File: src/rtl/wdt_pkg.sv
package wdt_pkg;

  typedef enum logic [1:0] {
    REG_CFG  = 2'd0,
    REG_CTRL = 2'd1,
    REG_KEY  = 2'd2
  } wdt_reg_e;

  localparam logic [7:0] KEY_FIRST  = 8'hAA;
  localparam logic [7:0] KEY_SECOND = 8'h55;

  localparam int CTRL_RESTART = 0;
  localparam int CTRL_RST_EN  = 1;
  localparam int CTRL_WARN    = 2;
  localparam int CTRL_TOUT    = 3;
  localparam int CFG_SEL_LO   = 6;

endpackage

File: src/rtl/wdt_key_gate.sv
module wdt_key_gate
  import wdt_pkg::*;
#(
  parameter int OPEN_CLKS = 3
) (
  input  logic       clk,
  input  logic       rst_n,
  input  logic       wr_en,
  input  logic [1:0] addr,
  input  logic [7:0] wdata,
  output logic       open
);

  localparam int WIN_W = $clog2(OPEN_CLKS + 1);

  logic             armed_q, armed_d;
  logic [WIN_W-1:0] win_q, win_d;
  logic             key_wr, fire;

  always_comb begin
    key_wr  = wr_en && (addr == REG_KEY);
    fire    = key_wr && armed_q && (wdata == KEY_SECOND);
    armed_d = armed_q;
    if (wr_en) armed_d = key_wr && (wdata == KEY_FIRST);
    win_d = win_q;
    if (fire)              win_d = WIN_W'(OPEN_CLKS);
    else if (win_q != '0)  win_d = win_q - WIN_W'(1);
  end

  always_ff @(posedge clk or negedge rst_n) begin
    if (!rst_n) begin
      armed_q <= 1'b0;
      win_q   <= '0;
    end else begin
      armed_q <= armed_d;
      win_q   <= win_d;
    end
  end

  assign open = (win_q != '0);

  // window only opens on a completed key
  p_closed_stays_r7: assert property (@(posedge clk) disable iff (!rst_n)
    (!open && !fire) |=> !open);
  // a completed key opens the window
  p_key_opens_r7: assert property (@(posedge clk) disable iff (!rst_n)
    fire |=> open);
  // the open window only shrinks
  p_window_shrinks_r7: assert property (@(posedge clk) disable iff (!rst_n)
    (open && !fire) |=> (win_q < $past(win_q)));

endmodule

File: src/rtl/wdt_count_core.sv
module wdt_count_core #(
  parameter int BASE  = 17,
  parameter int STEP  = 3,
  parameter int LEAD  = 512,
  parameter int CNT_W = BASE + 3 * STEP + 1
) (
  input  logic       clk,
  input  logic       rst_n,
  input  logic       restart,
  input  logic [1:0] sel,
  output logic       warn_evt,
  output logic       tout_evt
);

  logic [CNT_W-1:0] last_tbl [4];
  logic [CNT_W-1:0] warn_tbl [4];
  logic [CNT_W-1:0] count_q, count_d;

  for (genvar g = 0; g < 4; g++) begin : g_period
    assign last_tbl[g] = CNT_W'((64'd1 << (BASE + STEP * g)) - 64'd1);
    assign warn_tbl[g] = CNT_W'((64'd1 << (BASE + STEP * g)) - 64'd1 - 64'(LEAD));
  end

  always_comb begin
    tout_evt = (count_q == last_tbl[sel]);
    warn_evt = (count_q == warn_tbl[sel]);
    if (restart || tout_evt) count_d = '0;
    else                     count_d = count_q + CNT_W'(1);
  end

  always_ff @(posedge clk or negedge rst_n) begin
    if (!rst_n) count_q <= '0;
    else        count_q <= count_d;
  end

  // a restart zeroes the counter
  p_restart_zero_r6: assert property (@(posedge clk) disable iff (!rst_n)
    restart |=> (count_q == '0));
  // after a time-out the counter wraps and keeps running
  p_wrap_r9: assert property (@(posedge clk) disable iff (!rst_n)
    (tout_evt && !restart) |=> (count_q == '0));

endmodule

File: src/rtl/wdt_ctrl_regs.sv
module wdt_ctrl_regs
  import wdt_pkg::*;
(
  input  logic       clk,
  input  logic       rst_n,
  input  logic       wr_en,
  input  logic [1:0] addr,
  input  logic [7:0] wdata,
  input  logic       open,
  input  logic       warn_evt,
  input  logic       tout_evt,
  input  logic       irq_en,
  output logic [1:0] sel,
  output logic       restart,
  output logic [7:0] rdata,
  output logic       irq,
  output logic       wdt_rst
);

  logic [1:0] sel_q, sel_d;
  logic       rst_en_q, rst_en_d;
  logic       warn_q, warn_d;
  logic       tout_q, tout_d;
  logic       req_q, req_d;
  logic       cfg_wr, ctrl_wr, guarded_wr;
  logic       unused_wdata;

  assign unused_wdata = ^wdata[5:4];

  always_comb begin
    cfg_wr     = wr_en && (addr == REG_CFG);
    ctrl_wr    = wr_en && (addr == REG_CTRL);
    guarded_wr = ctrl_wr && open;
    restart    = guarded_wr && wdata[CTRL_RESTART];
    sel_d      = cfg_wr ? wdata[CFG_SEL_LO+1:CFG_SEL_LO] : sel_q;
    rst_en_d   = guarded_wr ? wdata[CTRL_RST_EN] : rst_en_q;
    warn_d     = warn_evt | (warn_q & ~(ctrl_wr & wdata[CTRL_WARN]));
    tout_d     = tout_evt | (tout_q & ~(ctrl_wr & wdata[CTRL_TOUT]));
    req_d      = tout_evt & rst_en_q;
  end

  always_ff @(posedge clk or negedge rst_n) begin
    if (!rst_n) begin
      sel_q    <= '0;
      rst_en_q <= 1'b0;
      warn_q   <= 1'b0;
      tout_q   <= 1'b0;
      req_q    <= 1'b0;
    end else begin
      sel_q    <= sel_d;
      rst_en_q <= rst_en_d;
      warn_q   <= warn_d;
      tout_q   <= tout_d;
      req_q    <= req_d;
    end
  end

  always_comb begin
    rdata = '0;
    case (addr)
      REG_CFG:  rdata[CFG_SEL_LO+1:CFG_SEL_LO] = sel_q;
      REG_CTRL: begin
        rdata[CTRL_RST_EN] = rst_en_q;
        rdata[CTRL_WARN]   = warn_q;
        rdata[CTRL_TOUT]   = tout_q;
      end
      REG_KEY:  rdata[0] = open;
      default:  rdata = '0;
    endcase
  end

  assign sel     = sel_q;
  assign irq     = warn_q & irq_en;
  assign wdt_rst = req_q;

  // a control write with the window closed leaves the reset enable alone
  p_locked_r8: assert property (@(posedge clk) disable iff (!rst_n)
    (ctrl_wr && !open) |=> (rst_en_q == $past(rst_en_q)));
  // the reset request lasts one clock
  p_pulse_one_r5: assert property (@(posedge clk) disable iff (!rst_n)
    req_q |=> !req_q);
  // a reset request comes only with a raised time-out flag
  p_pulse_flag_r5: assert property (@(posedge clk) disable iff (!rst_n)
    req_q |-> tout_q);
  // the warning flag stays set until it is cleared
  p_warn_sticky_r9: assert property (@(posedge clk) disable iff (!rst_n)
    (warn_q && !(ctrl_wr && wdata[CTRL_WARN])) |=> warn_q);

endmodule

File: src/rtl/wdt_guard.sv
module wdt_guard #(
  parameter int PERIOD_BASE_LOG2 = 17,
  parameter int PERIOD_STEP_LOG2 = 3,
  parameter int WARN_LEAD        = 512,
  parameter int WINDOW_CLKS      = 3
) (
  input  logic       clk,
  input  logic       rst_n,
  input  logic       wr_en,
  input  logic [1:0] addr,
  input  logic [7:0] wdata,
  output logic [7:0] rdata,
  input  logic       irq_en,
  output logic       irq,
  output logic       wdt_rst
);

  localparam int CNT_W = PERIOD_BASE_LOG2 + 3 * PERIOD_STEP_LOG2 + 1;

  logic [1:0] rst_sync_q;
  logic       rst_core_n;
  logic       open, restart, warn_evt, tout_evt;
  logic [1:0] sel;

  always_ff @(posedge clk or negedge rst_n) begin
    if (!rst_n) rst_sync_q <= 2'b00;
    else        rst_sync_q <= {rst_sync_q[0], 1'b1};
  end
  assign rst_core_n = rst_sync_q[1];

  wdt_key_gate #(.OPEN_CLKS(WINDOW_CLKS)) u_key (
    .clk   (clk),
    .rst_n (rst_core_n),
    .wr_en (wr_en),
    .addr  (addr),
    .wdata (wdata),
    .open  (open)
  );

  wdt_count_core #(
    .BASE  (PERIOD_BASE_LOG2),
    .STEP  (PERIOD_STEP_LOG2),
    .LEAD  (WARN_LEAD),
    .CNT_W (CNT_W)
  ) u_core (
    .clk      (clk),
    .rst_n    (rst_core_n),
    .restart  (restart),
    .sel      (sel),
    .warn_evt (warn_evt),
    .tout_evt (tout_evt)
  );

  wdt_ctrl_regs u_regs (
    .clk      (clk),
    .rst_n    (rst_core_n),
    .wr_en    (wr_en),
    .addr     (addr),
    .wdata    (wdata),
    .open     (open),
    .warn_evt (warn_evt),
    .tout_evt (tout_evt),
    .irq_en   (irq_en),
    .sel      (sel),
    .restart  (restart),
    .rdata    (rdata),
    .irq      (irq),
    .wdt_rst  (wdt_rst)
  );

  // no interrupt request without its enable
  p_irq_gate_r4: assert property (@(posedge clk) disable iff (!rst_core_n)
    irq |-> irq_en);
  // warning and time-out events never coincide
  p_events_apart_r3: assert property (@(posedge clk) disable iff (!rst_core_n)
    !(warn_evt && tout_evt));

endmodule

File: config.mk
export PLATFORM = sky130hd
export DESIGN_NAME = wdt_guard
export DESIGN_NICKNAME = d
export VERILOG_FILES = /design/src/rtl/wdt_pkg.sv /design/src/rtl/wdt_key_gate.sv /design/src/rtl/wdt_count_core.sv /design/src/rtl/wdt_ctrl_regs.sv /design/src/rtl/wdt_guard.sv
export SDC_FILE = /design/constraint.sdc
export NUM_CORES = 1
export LEC_CHECK = 0
export BUFFER_PORTS_ARGS = -buffer_cell sky130_fd_sc_hd__buf_2
export CAP_MARGIN = 20
export CORE_MARGIN = 1.5
export CORE_UTILIZATION = 30
export CTS_CLUSTER_SIZE = 14
export DETAILED_ROUTE_END_ITERATION = 8
export HOLD_SLACK_MARGIN = 0.15
export REMOVE_ABC_BUFFERS = 1
export SLEW_MARGIN = 10
export SYNTH_ARGS = -nofsm -noshare
export SYNTH_HDL_FRONTEND = slang
export SYNTH_HIERARCHICAL = 1
export SYNTH_SLANG_ARGS = --single-unit
File: constraint.sdc
create_clock -name clk -period 1.2 [get_ports clk]
set_clock_uncertainty 0.15 [all_clocks]
set_input_delay 0.24 -clock clk [delete_from_list [all_inputs] [get_ports clk]]
set_output_delay 0.24 -clock clk [all_outputs]
set_load 0.01 [all_outputs]
==> key figures <==
Worst setup path
  – CP delay by family, top: simple AND/OR/NAND/NOR gates
  – Crit Path Category: reg -> reg
  – Crit Path Max Fanout: 10
  – Signal arrival time at the worst endpoint: between 2000 and 2500 ps
  – Crit-path slowest cell: or3_2
  – Worst setup EP type: flip-flop
  – CP Launch Type: flip-flop
  – Buffer and inverter count on the worst path: 0
  – Cell count along the critical path: 5
  – FF-to-FF path depth: 5
  – CP Cell Sequence: nand4_1 -> or2_2 -> or3_2 -> nor4_4 -> a21o_1
  – CP peak stage delay: 480 ps
  – Critical path data required time: 1290 ps

Floorplanning
  – Chip Width: ~87 µm
  – Starting Density: 31.21%
  – FP Rows: 30
  – I/O Pins: 24
  – Core ar.: 6832 µm²
  – Chip Height: about 87 µm
  – Die area: 7621 µm²

Timing
  – Final Cycle Share: 173.9%
  – Final max-slew violation count: 0
  – Final setup violation count: 40
  – Min Hold Slack: 95.89 ps
  – RSZ-0062 raised after global routing: true
  – Fmax: roughly 480 MHz
  – Final WS setup: -886.6 ps
  – Final Hold Fails: 0
  – Tmin final: roughly 2100 ps

Power
  – P per Cell Area: 1595 nW/µm²
  – Internal: 3.890 mW
  – Combinational share of power: 47.9%
  – Sw Share: 34.08%
  – Clock share of power: 18.7%
  – Sequential power share: 33.4%
  – Static leakage: 1.579 nW
  – VDD IR max: just under 0.0008 V
  – Switching power: slightly above 2 mW
  – Total Power: between 5 and 6 mW

Logic synthesis
  – Yosys top cell by area: dfrtp_1
  – Seq cells post-synth: 38
  – Dominant cells by area after synthesis: dfrtp_1 (45%), xnor2_1 (5.3%), nor3_1 (3.5%)
  – Post-synth EDFFs: 0
  – Post-synthesis cell count: 210
  – Post-Synthesis Cell Area: 2132 µm²
  – Netlist cell types: 51
  – Mean Syn Cell Area: 10.15 µm²
  – Share of Yosys cell area claimed by the top area cell type: between 40% and 50%
  – Async set-reset flop share out of synthesis: 100.0%
  – Sequential element share of the synthesized area: 44.60%
  – Most used DFF post-synth: dfrtp_1
  – Synth warnings: 6

Routing
  – Detail Route Antenna Nets: 0
  – Vias/cell: slightly above 5
  – 1st-iter DRT viols: 132
  – DRC Markers: 0
  – Total wire length: 7068 µm
  – WL/cell: 16.75 µm
  – Via count: around 2200
  – DRT Pass-1 Iters: 4

Min path
  – WHS Path Cells: 3
  – Worst min path class: in -> reg

Cells and area
  – Core Util, Final: between 50% and 60%
  – Most frequent cells in the layout: buf_4 (65), dfrtp_1 (38), buf_2 (20)
  – Final nets: 341
  – Inserted Diodes: 0
  – Layout area overhead: 73.47%
  – Layout cells sized above 1: 57.36%
  – Fin cells: 422
  – Most common cell after layout, fill and taps aside: buf_4

Place
  – Cell count after placement: 381
  – DP HPWL: 3642 µm
  – Buffers added on ports: 21
  – Gpl congestion: 0.7589

Clock network
  – CTS root buffer: clkbuf_8
  – Clock Tree Buf Depth: 2
  – CTS tree: built
  – Clock-pin slew on the worst setup and hold paths: around 80 ps
  – Sink Count: 38
  – TritonCTS Buffers: 5
  – Htree depth: 2
  – Clk Latency, worst-skew pair: 300 ps

Outcome
  – Failing checks: negative setup slack
  – Outcome: finished with violations

Global routing
  – First-pass GRT wire length: 9252 µm
  – Initial antenna violation count: 0
  – Largest net degree at the start of global routing: 37
  – Vias in the first global route: approximately 2000
  – GRT overflow: 0
  – Tot GR Track Use: between 10% and 20%

Flow run
  – Max capacitance violation total: 0
==> tightest hold or removal path, stage by stage <==
cell and delay [ps]:
buf_2 80, nand3b_1 100, o32ai_1 80
==> final timing paths <==
path | from | to | slack, ps
min in group asynchronous | rst_sync_q[1] | u_core/count_q[19] | 610
worst min-delay path | wdata[4] | u_key/armed_q | 100
worst max-delay path | u_core/count_q[14] | u_regs/warn_q | -890
max in group asynchronous | rst_sync_q[1] | u_core/count_q[13] | 90
worst max register to register | u_core/count_q[14] | u_regs/warn_q | -890
worst min register to register | rst_sync_q[0] | rst_sync_q[1] | 210
==> synth_stat cells, types with 4 or more instances <==
cell type	instances
a211oi_1	5
and2_1	5
clkbuf_1	5
dfrtp_1	38
inv_1	9
nand2_1	12
nand3_1	9
nand4_1	6
nand4b_1	4
nor2_1	11
nor3_1	15
nor4_1	7
o21ai_0	4
o31ai_1	6
or4_1	7
xnor2_1	13
==> area by class of cell <==
cell class	count	area [µm²]
well taps	96	120.1
inverters	9	36.28
flip-flops and latches	38	950.9
multi-input cells	156	1483
fillers	579	3133
repair buffers	115	999.7
clock buffers	5	68.82
clock inverters	3	40.04
==> flip-flops by register name, indices dropped and copies added (netlist names) <==
name and count:
u_regs/rst_en_q 1, rst_sync_q 2, u_regs/wdt_rst 1, u_core/count_q 27, u_regs/tout_q 1, u_key/win_q 2
u_regs/warn_q 1, u_regs/sel 2, u_key/armed_q 1
==> what timing repair did <==
item,CTS,global route
pin swaps,5,32
hold buffers,9,4
endpoints found under the hold margin,45,4
setup endpoints to repair,39,42
resized for setup,31,72
setup buffers,8,11
gates cloned,1,7
==> stage by stage <==
step / setup TNS [ps] / worst slack (ps) / area, µm²
CTS: -25170 / -883.5 / 3151
floorplan: -34310 / -1156 / 2051
detailed placement: -25190 / -949.4 / 2774
global route: -27980 / -947.6 / 3699
finish: -25650 / -886.6 / 3699
global placement: -24500 / -919.3 / 2774
==> per-layer routing <==
| metal | vias to the layer above | part of all wire [%] | GRT usage (%) |
|---|---|---|---|
| li1 | 1013 | - | - |
| met1 | 1103 | 42 | 19.42 |
| met2 | 43 | 52 | 27.06 |
| met3 | 21 | 2.9 | 3.697 |
| met4 | 0 | 2.8 | 3.463 |
| met5 | - | 0 | 0 |
==> power by group through the flow <==
stage	clock, mW	combinational (mW)	sequential, mW
after global placement	0	1.78	1.93
after detailed placement	0	1.83	1.94
after floorplan	0	0.765	2.01
after global routing	1.17	3.05	2.03
after CTS	1.13	2.12	1.92
final	1.10	2.83	1.97
==> cells by family after synthesis <==
logic type	share of synthesized area, %
AND/OR/NAND/NOR	30.57
flip-flops	44.60
AO/OA/AOI/OAI	9.038
buffers and inverters	5.575
XOR/XNOR	6.573
multiplexers	2.113
adder cells (fa/ha/maj)	1.174
other	0.3522
(Power assumes the default switching activity.)
